**src/rtl/snp_pkg.sv**
```systemverilog
package snp_pkg;
  typedef enum logic [1:0] {
    SNP_RD    = 2'd0,
    SNP_RDX   = 2'd1,
    SNP_INV   = 2'd2,
    SNP_WRINV = 2'd3
  } snp_cmd_e;

  function automatic logic cmd_reads(input logic [1:0] cmd);
    return (cmd == SNP_RD) || (cmd == SNP_RDX);
  endfunction

  function automatic logic cmd_invals(input logic [1:0] cmd);
    return cmd != SNP_RD;
  endfunction
endpackage

```
**src/rtl/snp_wb_select.sv**
```systemverilog
module snp_wb_select #(
  parameter int unsigned ADDR_W = 32,
  parameter int unsigned OFF_W  = 4,
  parameter int unsigned DEPTH  = 4
) (
  input  logic [ADDR_W-1:0]       addr_i,
  input  logic [DEPTH-1:0]        valid_i,
  input  logic [DEPTH-1:0]        uncache_i,
  input  logic [DEPTH*ADDR_W-1:0] wb_addr_i,
  output logic                    hit_o,
  output logic [DEPTH-1:0]        sel_oh_o
);
  localparam int unsigned TAG_W = ADDR_W - OFF_W;

  logic [DEPTH-1:0] cand;

  for (genvar k = 0; k < DEPTH; k++) begin : g_cmp
    assign cand[k] = valid_i[k] & ~uncache_i[k] &
                     (wb_addr_i[k*ADDR_W+OFF_W +: TAG_W] == addr_i[ADDR_W-1:OFF_W]);
  end

  // isolate lowest set bit: lowest index wins
  assign sel_oh_o = cand & (~cand + DEPTH'(1));
  assign hit_o    = |cand;
endmodule

```
**src/rtl/snp_byte_extract.sv**
```systemverilog
module snp_byte_extract #(
  parameter  int unsigned BLK_BYTES = 16,
  localparam int unsigned OFF_W     = $clog2(BLK_BYTES),
  localparam int unsigned BLK_W     = BLK_BYTES * 8
) (
  input  logic [BLK_W-1:0] blk_i,
  input  logic [OFF_W-1:0] off_i,
  input  logic [OFF_W:0]   size_i,
  output logic [BLK_W-1:0] data_o,
  output logic             err_o
);
  for (genvar i = 0; i < BLK_BYTES; i++) begin : g_byte
    logic [OFF_W:0] src;
    logic           keep;
    assign src  = {1'b0, off_i} + (OFF_W+1)'(i);
    assign keep = ((OFF_W+1)'(i) < size_i) && !src[OFF_W];
    assign data_o[i*8 +: 8] = keep ? blk_i[src[OFF_W-1:0]*8 +: 8] : 8'h00;
  end

  assign err_o = ({2'b00, off_i} + {1'b0, size_i}) > (OFF_W+2)'(BLK_BYTES);
endmodule

```
**src/rtl/snp_rsp_pipe.sv**
```systemverilog
module snp_rsp_pipe #(
  parameter int unsigned HIT_LAT = 3,
  parameter int unsigned BLK_W   = 128
) (
  input  logic             clk_i,
  input  logic             rst_ni,
  input  logic             load_i,
  input  logic             nack_i,
  input  logic             shared_i,
  input  logic             err_i,
  input  logic [BLK_W-1:0] data_i,
  output logic             busy_o,
  output logic             rsp_valid_o,
  output logic             rsp_sat_o,
  output logic             rsp_nack_o,
  output logic             rsp_shared_o,
  output logic             rsp_err_o,
  output logic [BLK_W-1:0] rsp_data_o
);
  localparam int unsigned CNT_W = $clog2(HIT_LAT + 1);

  logic [CNT_W-1:0] cnt_q;
  logic             nack_q, shared_q, err_q;
  logic [BLK_W-1:0] data_q;

  always_ff @(posedge clk_i or negedge rst_ni) begin
    if (!rst_ni) begin
      cnt_q    <= '0;
      nack_q   <= 1'b0;
      shared_q <= 1'b0;
      err_q    <= 1'b0;
      data_q   <= '0;
    end else if (load_i) begin
      cnt_q    <= CNT_W'(HIT_LAT);
      nack_q   <= nack_i;
      shared_q <= shared_i;
      err_q    <= err_i;
      data_q   <= data_i;
    end else if (cnt_q != '0) begin
      cnt_q <= cnt_q - CNT_W'(1);
    end
  end

  assign rsp_valid_o  = (cnt_q == CNT_W'(1));
  assign busy_o       = (cnt_q > CNT_W'(1));
  // every issued response is a satisfied one
  assign rsp_sat_o    = rsp_valid_o;
  assign rsp_nack_o   = rsp_valid_o & nack_q;
  assign rsp_shared_o = rsp_valid_o & shared_q;
  assign rsp_err_o    = rsp_valid_o & err_q;
  assign rsp_data_o   = rsp_valid_o ? data_q : '0;
endmodule

```
**src/rtl/snoop_resolver.sv**
```systemverilog
module snoop_resolver
  import snp_pkg::*;
#(
  parameter  int unsigned ADDR_W    = 32,
  parameter  int unsigned BLK_BYTES = 16,
  parameter  int unsigned WB_DEPTH  = 4,
  parameter  int unsigned HIT_LAT   = 3,
  localparam int unsigned OFF_W     = $clog2(BLK_BYTES),
  localparam int unsigned BLK_W     = BLK_BYTES * 8
) (
  input  logic                       clk_i,
  input  logic                       rst_ni,
  input  logic                       snp_valid_i,
  input  logic [1:0]                 snp_cmd_i,
  input  logic [ADDR_W-1:0]          snp_addr_i,
  input  logic [OFF_W:0]             snp_size_i,
  output logic                       busy_o,
  input  logic                       miss_hit_i,
  input  logic                       miss_active_i,
  input  logic                       miss_inval_i,
  input  logic                       miss_fill_i,
  output logic                       miss_append_inv_o,
  input  logic [WB_DEPTH-1:0]        wb_valid_i,
  input  logic [WB_DEPTH-1:0]        wb_uncache_i,
  input  logic [WB_DEPTH*ADDR_W-1:0] wb_addr_i,
  input  logic [WB_DEPTH*BLK_W-1:0]  wb_data_i,
  output logic [WB_DEPTH-1:0]        wb_mark_o,
  output logic                       coh_req_o,
  input  logic                       coh_supply_i,
  input  logic [BLK_W-1:0]           coh_data_i,
  output logic                       rsp_valid_o,
  output logic                       rsp_sat_o,
  output logic                       rsp_nack_o,
  output logic                       rsp_shared_o,
  output logic                       rsp_err_o,
  output logic [BLK_W-1:0]           rsp_data_o
);
  logic                accept;
  logic                rd_cmd, inv_cmd;
  logic                miss_case, nack_case, wb_path, coh_path;
  logic                wb_hit;
  logic [WB_DEPTH-1:0] wb_sel;
  logic [BLK_W-1:0]    wb_blk, src_blk, ext_data;
  logic                ext_err;
  logic                load;

  assign accept  = snp_valid_i & ~busy_o;
  assign rd_cmd  = cmd_reads(snp_cmd_i);
  assign inv_cmd = cmd_invals(snp_cmd_i);

  // priority 1: conflicting in-flight miss
  assign miss_case = miss_hit_i & miss_active_i;
  assign nack_case = miss_case & (miss_inval_i | ~miss_fill_i) & rd_cmd;

  // priority 2: pending writeback able to supply
  snp_wb_select #(
    .ADDR_W(ADDR_W),
    .OFF_W (OFF_W),
    .DEPTH (WB_DEPTH)
  ) u_wb_sel (
    .addr_i   (snp_addr_i),
    .valid_i  (wb_valid_i),
    .uncache_i(wb_uncache_i),
    .wb_addr_i(wb_addr_i),
    .hit_o    (wb_hit),
    .sel_oh_o (wb_sel)
  );

  always_comb begin
    wb_blk = '0;
    for (int k = 0; k < WB_DEPTH; k++) begin
      if (wb_sel[k]) wb_blk = wb_blk | wb_data_i[k*BLK_W +: BLK_W];
    end
  end

  assign wb_path  = ~miss_case & wb_hit;
  // priority 3: coherence policy
  assign coh_path = ~miss_case & ~wb_hit;
  assign src_blk  = wb_path ? wb_blk : coh_data_i;

  snp_byte_extract #(
    .BLK_BYTES(BLK_BYTES)
  ) u_extract (
    .blk_i (src_blk),
    .off_i (snp_addr_i[OFF_W-1:0]),
    .size_i(snp_size_i),
    .data_o(ext_data),
    .err_o (ext_err)
  );

  assign miss_append_inv_o = accept & miss_case & ~nack_case;
  assign wb_mark_o         = (accept & wb_path & inv_cmd) ? wb_sel : '0;
  assign coh_req_o         = accept & coh_path;

  assign load = accept & (nack_case | (wb_path & rd_cmd) | (coh_path & coh_supply_i));

  snp_rsp_pipe #(
    .HIT_LAT(HIT_LAT),
    .BLK_W  (BLK_W)
  ) u_rsp (
    .clk_i       (clk_i),
    .rst_ni      (rst_ni),
    .load_i      (load),
    .nack_i      (miss_case),
    .shared_i    (wb_path),
    .err_i       (~miss_case & ext_err),
    .data_i      (miss_case ? '0 : ext_data),
    .busy_o      (busy_o),
    .rsp_valid_o (rsp_valid_o),
    .rsp_sat_o   (rsp_sat_o),
    .rsp_nack_o  (rsp_nack_o),
    .rsp_shared_o(rsp_shared_o),
    .rsp_err_o   (rsp_err_o),
    .rsp_data_o  (rsp_data_o)
  );
endmodule

```
**config.mk**
```make
export PLATFORM = sky130hd
export DESIGN_NAME = snoop_resolver
export DESIGN_NICKNAME = d
export VERILOG_FILES = /design/src/rtl/snp_pkg.sv /design/src/rtl/snp_wb_select.sv /design/src/rtl/snp_byte_extract.sv /design/src/rtl/snp_rsp_pipe.sv /design/src/rtl/snoop_resolver.sv
export SDC_FILE = /design/constraint.sdc
export NUM_CORES = 1
export LEC_CHECK = 0
export BUFFER_PORTS_ARGS = -buffer_cell sky130_fd_sc_hd__buf_2
export CORE_AREA = 2 2 374 376
export CTS_BUF_LIST = sky130_fd_sc_hd__clkbuf_16
export DETAILED_ROUTE_END_ITERATION = 10
export DIE_AREA = 0 0 376 378
export SLEW_MARGIN = 0
export SYNTH_ARGS = -nofsm -noshare
export SYNTH_HDL_FRONTEND = slang
export SYNTH_SLANG_ARGS = --single-unit
```
**constraint.sdc**
```tcl
create_clock -name clk_i -period 6 [get_ports clk_i]
set_input_delay 0.9 -clock clk_i [delete_from_list [all_inputs] [get_ports clk_i]]
set_output_delay 0.9 -clock clk_i [all_outputs]
set_load 0.02 [all_outputs]
```
==> flow_summary.yaml <==
route:
  ant_nets: 0
  wl_per_cell_um: 33.7
  wl_mm: 214
  drt_iter0_drc: 5209
  viasPerCell: 5.90
  drt_pass1_iterations: 8
  drc: 0
  vias: 37500
sta:
  period_needed_ps: 5260
  tightest_slew_ps: 1150
  slew_viol_final: 0
  hold_violations: 0
  tns_ps: 0
  relSlewSlack_pct: 23.0
  grt_setup_unrepaired: "no"
  max_freq_mhz: 190
  fin_skew_ps: 5.76
  whs_ps: 477
  setup_viol: 0
  min_period_over_period_pct: 87.6
critical_path:
  worstPathArrival_ps: 5560
  end_kind: "flip-flop"
  crit_type: "primary input to flip-flop"
  crit_path_max_incr_delay_ps: 620
  cpMostUsedCell: "buf_4"
  worstPathCellList: "buf_2 -> xnor2_1 -> nand4_1 -> or4_1 -> o32a_2 -> buf_4 -> buf_4 -> a31oi_1 -> o21ai_1 -> o2111ai_1 -> a21boi_1 -> mux4_2 -> o221ai_1"
  r2r-end: "u_rsp.data_q[80]"
  reg2reg_slack_ps: 2630
  crit_path_start_kind: "primary input"
  slowest_stage: "a31oi_1"
  reg2reg_depth: 9
  cp_max_fo: 31
  r2r-start: "u_rsp.cnt_q[1]"
  cp.required_ps: 6300
synth:
  synth_enable_flop_cells: 0
  syn_nets: 4590
  netlist_area_sq_um: 25500
  ys_seq_area_share_pct: 13.0
  synthDistinctLibCells: 63
  avgSynthCellArea_sq_um: 6.81
  synth_cells: 3749
  synthFlopType: "dfrtp_1"
  ys_ff_latch: 133
  yosysWarnings: 0
  async_flop_share_pct: 100
global_routing:
  grtUsageTotal_pct: 28.6
  grt_pass1_wl_mm: 285
  grt_pass1_vias: 33900
  grt_max_degree: 129
  antenna_found_initial: 189
  grt-ovfl-total: 0
final_layout:
  syn2layout_area_growth_pct: 30.7
  drive_above_1_share_pct: 28.3
  final_nets: 5285
floorplan:
  die_h_um: 378
  core_sq_um: 139000
  rows: 137
  start_util_pct: 18.4
  die_x_um: 376
  io_pins: 963
  die-area_sq_um: 142000
clocking:
  clk_pin_slew_ps: 60
  clock_latency_ps: 440
  cts.sinks: 133
  cts_hold_buf: 0
  cts_setup_buffers: 0
  cts_tree: "done"
  clock_path_buffers: 2
  root_buffer: "clkbuf_16"
  ctsResizeCount: 0
  htreeDepth: 4
  cts_made_buffers: 17
hold_path:
  hp-class: "flip-flop to flip-flop"
  hold_depth: 2
  hp-start: "u_rsp.data_q[118]"
  hold_path_end: "u_rsp.data_q[118]"
placement:
  dpl.hpwl_mm: 177
  place_congestion: 1.01
  port_buffers: 946
flow_run:
  cap_violations: 0
power_and_ir_drop:
  p_leak_nw: 12.5
  power_density_nw_per_um2: 167
  ir_drop_uv: 166
run_status:
  status: "finished, final reports clean"
per-stage QoR:
stage               setup slack [ps]  instances  utilization (%)  instance area, sq um  total power, W
CTS                              901       6264             23.9                 33100         0.00550
global placement                 529       6232             23.5                 32500         0.00431
floorplan                       1920       3749                -                 25500         0.00289
finish                           744       6348             24.1                 33300         0.00555
detailed placement               445       6232             23.5                 32500         0.00433
global route                     691       6296             24.0                 33200         0.00580
sequential cells by signal, indices dropped and copies added, names as in the netlist:
signal          flops
u_rsp.shared_q      1
u_rsp.data_q      128
u_rsp.nack_q        1
u_rsp.cnt_q         2
u_rsp.err_q         1
kinds of logic (layout without fill, tap and decap cells):
family                   count (synthesis)  in the layout  share of synthesized area, %
AND/OR/NAND/NOR                       2006           2006                          40.9
multiplexers                            94             94                          7.33
AO/OA/AOI/OAI                          913            913                          26.4
other                                    0             84                             0
buffers and inverters                  460           1168                          7.11
adder cells (fa/ha/maj)                 18             18                         0.912
flip-flops                             133            133                          13.0
XOR/XNOR                               125            125                          4.29
final cells by class:
class                   count  area, sq um
diodes                     84          210
clock buffers              17          425
clock inverters            15          211
fillers                 15700       105000
inverters                  12         46.3
multi-input cells        3156        20500
flip-flops and latches    133         3330
well taps                1807         2260
repair buffers           1124         6340
synth_stat cells, types with 4 or more instances:
cell type  count  share of area (%)
and3_1         5               0.12
ha_1          17               0.83
o2111ai_1    144                4.9
or3_1          4              0.098
o21a_1         6               0.18
o21ai_1       19               0.37
and2_0        19               0.47
nand2b_1      89                2.2
buf_4          4               0.12
nor2b_1        9               0.22
a32oi_1        8               0.27
buf_2         29               0.57
xnor2_1       79                2.7
xor2_1        46                1.6
nor2_1       363                5.3
inv_1          8               0.12
o31ai_1        8               0.24
nor4_1        25               0.61
mux4_2        74                6.5
buf_6          5               0.22
a311oi_1     128                4.4
or2_2          5               0.12
a31oi_1      171                4.2
a21oi_1       10               0.20
dfrtp_1      133                 13
and2_1       210                5.1
a21boi_1      12               0.35
clkbuf_1     378                5.6
a221o_1        4               0.16
nor3_1       283                5.6
o21ai_0      163                3.2
o211ai_1      67                2.0
and4_1       130                4.5
nand2_1      190                2.8
o221ai_1     105                3.6
buf_1         32               0.47
a22oi_1        4               0.12
mux2i_1       18               0.71
o22a_1        40                1.4
a41oi_1        8               0.27
nand4_1       91                2.2
nand3_1      572                 11
cell usage in the layout (no fill, tap or decap), types with 84 or more instances in the layout:
cell type	count
nand2b_1	89
o221ai_1	105
nor3_1	283
nor2_1	357
diode_2	84
buf_2	944
a311oi_1	128
o21ai_0	162
a31oi_1	171
nand3_1	572
and4_1	130
buf_4	158
o2111ai_1	144
nand2_1	186
dfrtp_1	133
and2_1	209
nand4_1	91
report_power, final:
group	leakage, nW	internal [W]	total, W	switching (W)
logic	10.4	0.00101	0.00295	0.00194
registers	1.77	0.00121	0.00143	0.000228
clock network	0.308	0.000732	0.00117	0.000436
per-layer routing:
layer  vias to the layer above  routed length [um]  global-route usage (%)
met4                       108               11500                    12.5
met1                     18100               87700                    37.1
met2                      2613               88400                    41.8
met3                       542               26000                    10.8
li1                      16100                   -                       -
met5                         -                 717                       0
worst max path at each step:
stage                         startpoint  depth (start not counted)                end  slack [ps]
after CTS                 snp_addr_i[11]                         13   u_rsp.data_q[85]         900
after floorplan            snp_addr_i[1]                          9  u_rsp.data_q[125]        1920
after global routing      snp_addr_i[28]                         12   u_rsp.data_q[35]         690
final                     snp_addr_i[11]                         13   u_rsp.data_q[21]         740
after detailed placement  snp_addr_i[11]                         13   u_rsp.data_q[21]         450
after global placement    snp_addr_i[11]                         13   u_rsp.data_q[21]         530
worst max-delay path: cells and delay by family:
family          cells  cell delay, ps
simple gates        2             840
compound gates      6            2170
buf+inv             3             730
mux                 1             460
xor+xnor            1             420
Note: power is estimated with default switching activity, not from simulation.
